==> src/rtl/dma_pkg.sv <==
package dma_pkg;
  typedef enum logic [1:0] {
    ST_IDLE  = 2'd0,
    ST_ARMED = 2'd1,
    ST_REQ   = 2'd2,
    ST_XFER  = 2'd3
  } seq_state_e;

  localparam logic [1:0] SEL_ADDR = 2'd0;
  localparam logic [1:0] SEL_CNT  = 2'd1;
  localparam logic [1:0] SEL_CTRL = 2'd2;

  localparam int CTRL_START_BIT = 0;
  localparam int CTRL_DIR_BIT   = 1;

  localparam int STAT_DIR_BIT  = 0;
  localparam int STAT_IRQ_BIT  = 1;
  localparam int STAT_BUSY_BIT = 2;
endpackage

==> src/rtl/dma_seq.sv <==
module dma_seq (
  input  logic clk,
  input  logic rst_n,
  input  logic start_cmd,
  input  logic cnt_zero,
  input  logic cnt_last,
  input  logic dev_req,
  input  logic bus_gnt,
  output logic bus_req,
  output logic busy,
  output logic xfer,
  output logic finish
);
  import dma_pkg::*;

  seq_state_e state_q, state_d;

  always_comb begin
    state_d = state_q;
    xfer    = 1'b0;
    finish  = 1'b0;
    case (state_q)
      ST_IDLE: begin
        if (start_cmd) begin
          if (cnt_zero) finish = 1'b1;
          else          state_d = ST_ARMED;
        end
      end
      ST_ARMED: begin
        if (dev_req) state_d = ST_REQ;
      end
      ST_REQ: begin
        if (bus_gnt) state_d = ST_XFER;
      end
      ST_XFER: begin
        if (bus_gnt) begin
          xfer = 1'b1;
          if (cnt_last) begin
            finish  = 1'b1;
            state_d = ST_IDLE;
          end else if (!dev_req) begin
            state_d = ST_ARMED;
          end
        end
      end
      default: state_d = ST_IDLE;
    endcase
  end

  always_ff @(posedge clk or negedge rst_n) begin
    if (!rst_n) state_q <= ST_IDLE;
    else        state_q <= state_d;
  end

  assign bus_req = (state_q == ST_REQ) || (state_q == ST_XFER);
  assign busy    = (state_q != ST_IDLE);
endmodule

==> src/rtl/dma_regs.sv <==
module dma_regs #(
  parameter int AW = 16,
  parameter int CW = 16,
  parameter int DW = 16
) (
  input  logic          clk,
  input  logic          rst_n,
  input  logic          wr_en,
  input  logic          rd_en,
  input  logic [1:0]    reg_sel,
  input  logic [DW-1:0] wdata,
  input  logic          busy,
  input  logic          xfer,
  input  logic          finish,
  output logic [AW-1:0] addr_q,
  output logic [CW-1:0] cnt_q,
  output logic          dir_q,
  output logic          irq_q,
  output logic [DW-1:0] rdata
);
  import dma_pkg::*;

  localparam logic [AW-1:0] ADDR_STEP = AW'(1);
  localparam logic [CW-1:0] CNT_STEP  = CW'(1);

  logic          addr_en, cnt_en, dir_en, irq_en;
  logic [AW-1:0] addr_d;
  logic [CW-1:0] cnt_d;
  logic          dir_d, irq_d, irq_clr;

  always_comb begin
    addr_en = xfer || (wr_en && !busy && reg_sel == SEL_ADDR);
    addr_d  = xfer ? addr_q + ADDR_STEP : wdata[AW-1:0];
    cnt_en  = xfer || (wr_en && !busy && reg_sel == SEL_CNT);
    cnt_d   = xfer ? cnt_q - CNT_STEP : wdata[CW-1:0];
    dir_en  = wr_en && !busy && reg_sel == SEL_CTRL;
    dir_d   = wdata[CTRL_DIR_BIT];
    irq_clr = (wr_en || rd_en) && reg_sel == SEL_CTRL;
    irq_en  = finish || irq_clr;
    irq_d   = finish;
  end

  always_ff @(posedge clk or negedge rst_n) begin
    if (!rst_n) begin
      addr_q <= '0;
      cnt_q  <= '0;
      dir_q  <= 1'b0;
      irq_q  <= 1'b0;
    end else begin
      if (addr_en) addr_q <= addr_d;
      if (cnt_en)  cnt_q  <= cnt_d;
      if (dir_en)  dir_q  <= dir_d;
      if (irq_en)  irq_q  <= irq_d;
    end
  end

  always_comb begin
    rdata = '0;
    if (rd_en) begin
      case (reg_sel)
        SEL_ADDR: rdata[AW-1:0] = addr_q;
        SEL_CNT:  rdata[CW-1:0] = cnt_q;
        SEL_CTRL: begin
          rdata[STAT_DIR_BIT]  = dir_q;
          rdata[STAT_IRQ_BIT]  = irq_q;
          rdata[STAT_BUSY_BIT] = busy;
        end
        default: rdata = '0;
      endcase
    end
  end
endmodule

==> src/rtl/dma_engine.sv <==
module dma_engine #(
  parameter int AW = 16,
  parameter int CW = 16,
  parameter int DW = 16
) (
  input  logic          clk,
  input  logic          rst_n,
  input  logic          cpu_sel,
  input  logic          cpu_rd,
  input  logic          cpu_wr,
  input  logic [1:0]    cpu_reg,
  input  logic [DW-1:0] cpu_wdata,
  output logic [DW-1:0] cpu_rdata,
  input  logic          dev_req,
  output logic          dev_ack,
  output logic          bus_req,
  input  logic          bus_gnt,
  output logic [AW-1:0] mem_addr,
  output logic          mem_rd,
  output logic          mem_wr,
  output logic          irq
);
  import dma_pkg::*;

  localparam logic [CW-1:0] CNT_ONE = CW'(1);

  logic          wr_en, rd_en, start_cmd;
  logic          busy, xfer, finish;
  logic          cnt_zero, cnt_last;
  logic [AW-1:0] addr_q;
  logic [CW-1:0] cnt_q;
  logic          dir_q;

  assign wr_en     = cpu_sel && cpu_wr && !bus_gnt;
  assign rd_en     = cpu_sel && cpu_rd && !bus_gnt;
  assign start_cmd = wr_en && !busy && cpu_reg == SEL_CTRL && cpu_wdata[CTRL_START_BIT];
  assign cnt_zero  = (cnt_q == '0);
  assign cnt_last  = (cnt_q == CNT_ONE);

  dma_seq i_seq (
    .clk       (clk),
    .rst_n     (rst_n),
    .start_cmd (start_cmd),
    .cnt_zero  (cnt_zero),
    .cnt_last  (cnt_last),
    .dev_req   (dev_req),
    .bus_gnt   (bus_gnt),
    .bus_req   (bus_req),
    .busy      (busy),
    .xfer      (xfer),
    .finish    (finish)
  );

  dma_regs #(.AW(AW), .CW(CW), .DW(DW)) i_regs (
    .clk     (clk),
    .rst_n   (rst_n),
    .wr_en   (wr_en),
    .rd_en   (rd_en),
    .reg_sel (cpu_reg),
    .wdata   (cpu_wdata),
    .busy    (busy),
    .xfer    (xfer),
    .finish  (finish),
    .addr_q  (addr_q),
    .cnt_q   (cnt_q),
    .dir_q   (dir_q),
    .irq_q   (irq),
    .rdata   (cpu_rdata)
  );

  assign mem_addr = xfer ? addr_q : '0;
  assign mem_rd   = xfer && dir_q;
  assign mem_wr   = xfer && !dir_q;
  assign dev_ack  = xfer;
endmodule

==> config.mk <==
export PLATFORM = sky130hd
export DESIGN_NAME = dma_engine
export DESIGN_NICKNAME = d
export VERILOG_FILES = /design/src/rtl/dma_pkg.sv /design/src/rtl/dma_seq.sv /design/src/rtl/dma_regs.sv /design/src/rtl/dma_engine.sv
export SDC_FILE = /design/constraint.sdc
export NUM_CORES = 1
export LEC_CHECK = 0
export ABC_AREA = 1
export BUFFER_PORTS_ARGS = -buffer_cell sky130_fd_sc_hd__buf_2
export CAP_MARGIN = 5
export CORE_MARGIN = 1.5
export CORE_UTILIZATION = 30
export DETAILED_ROUTE_END_ITERATION = 12
export PLACE_DENSITY = 0.59
export RECOVER_POWER = 50
export SYNTH_ARGS = -nofsm -noshare
export SYNTH_HDL_FRONTEND = slang
export SYNTH_SLANG_ARGS = --single-unit
==> constraint.sdc <==
create_clock -name clk -period 4.6 [get_ports clk]
set_input_delay 0 -clock clk [delete_from_list [all_inputs] [get_ports clk]]
set_output_delay 0 -clock clk [all_outputs]
set_load 0.05 [all_outputs]
Word level (Yosys, flattened, before mapping). Cells that the tools add are included. W data, S select, Z words.

$add $sub $neg: 2. Eq/ne operators: 12. Muxes and demuxes: 21. Reductions and logical operators: 25.

Operators with widths (number): $mux W16 (4); $pmux W13 S2 (1); $add A16 B1 Y16 const B (1); $eq A16 B1 Y1 const B (1); $logic_not A16 Y1 (1); $sub A16 B1 Y16 const B (1); $mux W2 (7); $logic_and A1 B1 Y1 (12); $pmux W3 S3 (1); $ne A2 B2 Y1 const B (4); $pmux W2 S4 (1); $eq A2 B2 Y1 const B (3); $mux W1 (6); $reduce_and A6 Y1 (1); $logic_or A1 B1 Y1 (5); $eq A2 B1 Y1 const B (2); $logic_not A2 Y1 (2); $logic_not A1 Y1 (3); $ne A3 B3 Y1 const B (1); $ne A2 B1 Y1 const B (1); $pmux W1 S2 (1); $reduce_bool A2 Y1 (1).

Bits in registers: 36. Bits of input ports: 25. Logic and storage cells: 65.

Logic depth before layout (Yosys ltp).
Depth after elaboration: 8. Gate-level depth with buffers: 10. Gate-level depth less buffers: 10.

By module. A second synthesis with hierarchy kept.

Cells, all modules: 531. Area total of the unflattened synthesis: 3163.0 um^2.

Modules (own cells, without submodules): dma_regs (instances 1, cells each 410, area each 2588.7 um^2); dma_engine (instances 1, cells each 82, area each 326.6 um^2); dma_seq (instances 1, cells each 39, area each 247.7 um^2).

Worst setup path after synthesis. No wires, ideal clock.

Path type: flip-flop to flip-flop. From: reg i_seq.state_q[0]. To: reg i_regs.addr_q[4]. Library setup time: 0.083 ns. Data arrival time: 1.922 ns. Slack: 2.595 ns. Stages on the path, launching flop included: 9. Path buffers: 1. Period minus slack after synthesis: 2.005 ns. Cells stage by stage: dfrtp_1 > ha_1 > nand2_2 > buf_6 > nor2_1 > o21ai_0 > nand3_1 > nand2_1 > o21ai_0.

Longest elaborated chain between the ends: 5. Elaborated cells on any way between the ends: 8. Classes of those cells: eq/ne: 1; mux: 2; reduce/logical: 5.

Ends and longest elaborated chain: start: declaration (line dma_seq.sv:16) `seq_state_e state_q, state_d;`; start signal: assignment (line dma_seq.sv:52) `else state_q <= state_d;`; $reduce_bool A2 Y1 (line dma_seq.sv:56) `assign busy = (state_q != ST_IDLE);`; $logic_not A1 Y1 (line dma_regs.sv:32) `addr_en = xfer || (wr_en && !busy && reg_sel == SEL_ADDR);`; $logic_and A1 B1 Y1 (2 in series) (line dma_regs.sv:32); $logic_or A1 B1 Y1 (line dma_regs.sv:32); end signal: assignment (line dma_regs.sv:50) `if (addr_en) addr_q <= addr_d;`; end: declaration (line dma_regs.sv:15) `output logic [AW-1:0] addr_q,`.

Parallel ways exist; a longest one is shown, timed or not. A chain may end at the register's enable or synchronous reset.

Final worst setup path.
From: reg i_seq.state_q[0]. To: out mem_addr[14].

Longest elaborated chain between the ends: 3.

Ends and longest elaborated chain: $eq A2 B2 Y1 (line dma_seq.sv:22) `case (state_q)`; $mux W1 (line dma_seq.sv:22); $mux W16 (line dma_engine.sv:71) `assign mem_addr = xfer ? addr_q : '0;`; end: declaration (line dma_engine.sv:18) `output logic [AW-1:0] mem_addr,`.

Every way passes these cells.

==> out/metrics.yaml <==
r2r-start: "i_seq.state_q[0]"
hp-class: "input port to register"
diodes: 0
crit_path_end_kind: "output pin"
rsz0062_at_grt: "false"
die_x_um: 101.4
crit_required_ns: 4.60
clock_sinks: 36
coreArea_sq_um: 9328
clock_path_buffers: 2
n_fill_cell: 1031
seqCellArea_sq_um: 900.9
p_per_area_nw_per_um2: 553.1
yosysWarnings: 0
period_needed_ns: 2.654
grt_max_degree: 51
cts_max_level: 2
cts_tree: "done"
r2r_setup_slack_ns: 1.98
mappedNetlistNets: 507
max_cap_viol_count: 1
worst_slew_pin_slew_ns: 2.037
avgViaCountPerCell: 4.823
gp_congestion: 0.8964
post-route-util_pct: 36.62
cellLeakagePower_nw: 1.753
ant_nets: 0
tns_ns: 0
finClkSkew_ns: 0.002265
synth_sequential_area_ratio_pct: 31.02
hold_viol_final: 0
synth_cells: 474
start_util_pct: 31.13
grt_pass1_wl_um: 14900
worstPathMaxFanout: 50
avgSynthCellArea_sq_um: 6.127
num_vias: 3183
cts_resized: 0
final_cell_count_no_fill: 660
dpl.hpwl_um: 7026
startpoint_type: "register"
post_cts_buffers: 0
cts_inserted_buffers: 5
clock-root-buffer: "clkbuf_8"
reg2reg_depth: 8
overflow: 0
dp_cells: 650
layout.nets: 563
rr_endpoint: "i_regs.addr_q[13]"
vdd_drop_max_mv: 0.1487
antenna_found_initial: 0
violations: "capacitance limit, slew limit"
rows: 35
die_y_um: 101.4
period_share_pct: 57.70
drt_iter0_drc: 172
path_clk_slew_ns: 0.08
drive_gt1_share_pct: 11.49
area_delta_synth_final_pct: 17.62
first_global_vias: 3031
crit_path_end: "mem_addr[14]"
grtUsageTotal_pct: 18.44
final_common_cell: "nand2_1"
firstDrtPassIters: 5
wl_per_cell_um: 13.75
io_buffers: 61
postCtsHoldBufs: 2
fmax_ghz: 0.3767
slew_headroom_pct: -35.83
drv_slew: 37
final_cell_mix: "nand2_1, nor2_1, inv_1, buf_2"
path_class: "register to output pin"
syn-cell-area_sq_um: 2904
die_area_sq_um: 10280
status: "finished, violations left"
drc: 0
totalWireLength_um: 9074
critPathLaunch: "i_seq.state_q[0]"
multiInputGateArea_sq_um: 1684
io_pins: 62
yosys.cell_types.count: 30
finalSetupViolCount: 0
clock_latency_ns: 0.29
ys_ff_latch: 36
cp.arrival_ns: 2.65
-- worst min-delay path by stage --
stage | startpoint | endpoint | slack (ns) | depth (start not counted)
finish | cpu_wdata[7] | i_regs.cnt_q[7] | 0.03 | 3
CTS | cpu_wdata[7] | i_regs.cnt_q[7] | 0.03 | 3
floorplan | rst_n | i_regs.addr_q[0] | -0.30 | 0
detailed placement | rst_n | i_regs.addr_q[12] | 0.16 | 1
global placement | rst_n | i_regs.addr_q[11] | 0.16 | 1
global route | cpu_wdata[7] | i_regs.cnt_q[7] | 0.05 | 3
-- per-stage QoR --
stage                     power [mW]  setup slack [ns]  cell area, sq um  hold WS, ns
after floorplan                1.330             2.595              2904      -0.2956
after global placement         1.557             2.063              3292       0.1583
after detailed placement       1.574             1.985              3292       0.1641
after CTS                      1.893             1.930              3438      0.03321
after global routing           2.057             1.670              3416      0.05211
final                          1.889             1.946              3416      0.03324
-- synth_stat cells --
library cell,instances,area share [%]
a21oi_1,21,3.6
a22oi_1,2,0.52
a31oi_1,4,0.86
buf_2,6,1.0
buf_4,3,0.78
buf_6,1,0.39
clkbuf_1,4,0.52
dfrtp_1,36,31
ha_1,8,3.4
inv_1,63,8.1
inv_2,1,0.13
nand2_1,147,19
nand2_2,2,0.43
nand3_1,34,5.9
nand4_1,6,1.3
nor2_1,72,9.3
nor2_2,2,0.43
nor2_4,2,0.78
nor3_1,6,1.0
nor3_2,1,0.34
nor3_4,2,1.1
nor4_1,1,0.22
o211ai_1,6,1.6
o21ai_0,36,6.2
o21ai_1,1,0.17
o21bai_1,1,0.26
o221ai_1,2,0.60
o22ai_1,2,0.43
or2_0,1,0.22
xnor2_1,1,0.30
-- layout make-up --
| cell class | instances | share of cell area, % |
|---|---|---|
| multi-input cells | 360 | 49.30 |
| flip-flops and latches | 36 | 26.37 |
| repair buffers | 63 | 8.864 |
| inverters | 64 | 7.033 |
| well taps | 129 | 4.725 |
| clock buffers | 7 | 2.821 |
| clock inverters | 1 | 0.8791 |
-- flip-flops by register name, indices dropped and copies added (netlist names) --
name and count:
i_seq.state_q 2, i_regs.irq_q 1, i_regs.cnt_q 16, i_regs.dir_q 1
i_regs.addr_q 16
-- where the power goes --
group / switching (mW) / total, mW / internal (mW)
logic: 0.643 / 0.913 / 0.270
clock network: 0.125 / 0.317 / 0.191
registers: 0.193 / 0.660 / 0.467
-- critical path, cell delays in order, from the launching register on --
cell	delay, ns
dfrtp_1	0.42
ha_1	0.24
nand2_2	0.52
inv_2	0.65
nand2_1	0.14
inv_1	0.10
buf_2	0.26
-- kinds of logic after synthesis --
family,count (synthesis),share of synthesized area [%]
AOI/OAI and AO/OA,75,14.22
and+or+nand+nor,276,40.03
adders and majority gates,8,3.447
buffers and inverters,78,10.99
DFF,36,31.02
xor gates and xnor gates,1,0.3016
-- per-layer routing --
layer	track usage, %	share of wire [%]	vias up
li1	-	-	1628
met1	24.86	47	1473
met2	30.25	48	65
met3	2.346	2.9	17
met4	6.838	2.6	0
met5	0	0	-
No activity file was read; power rests on OpenSTA's default activity.
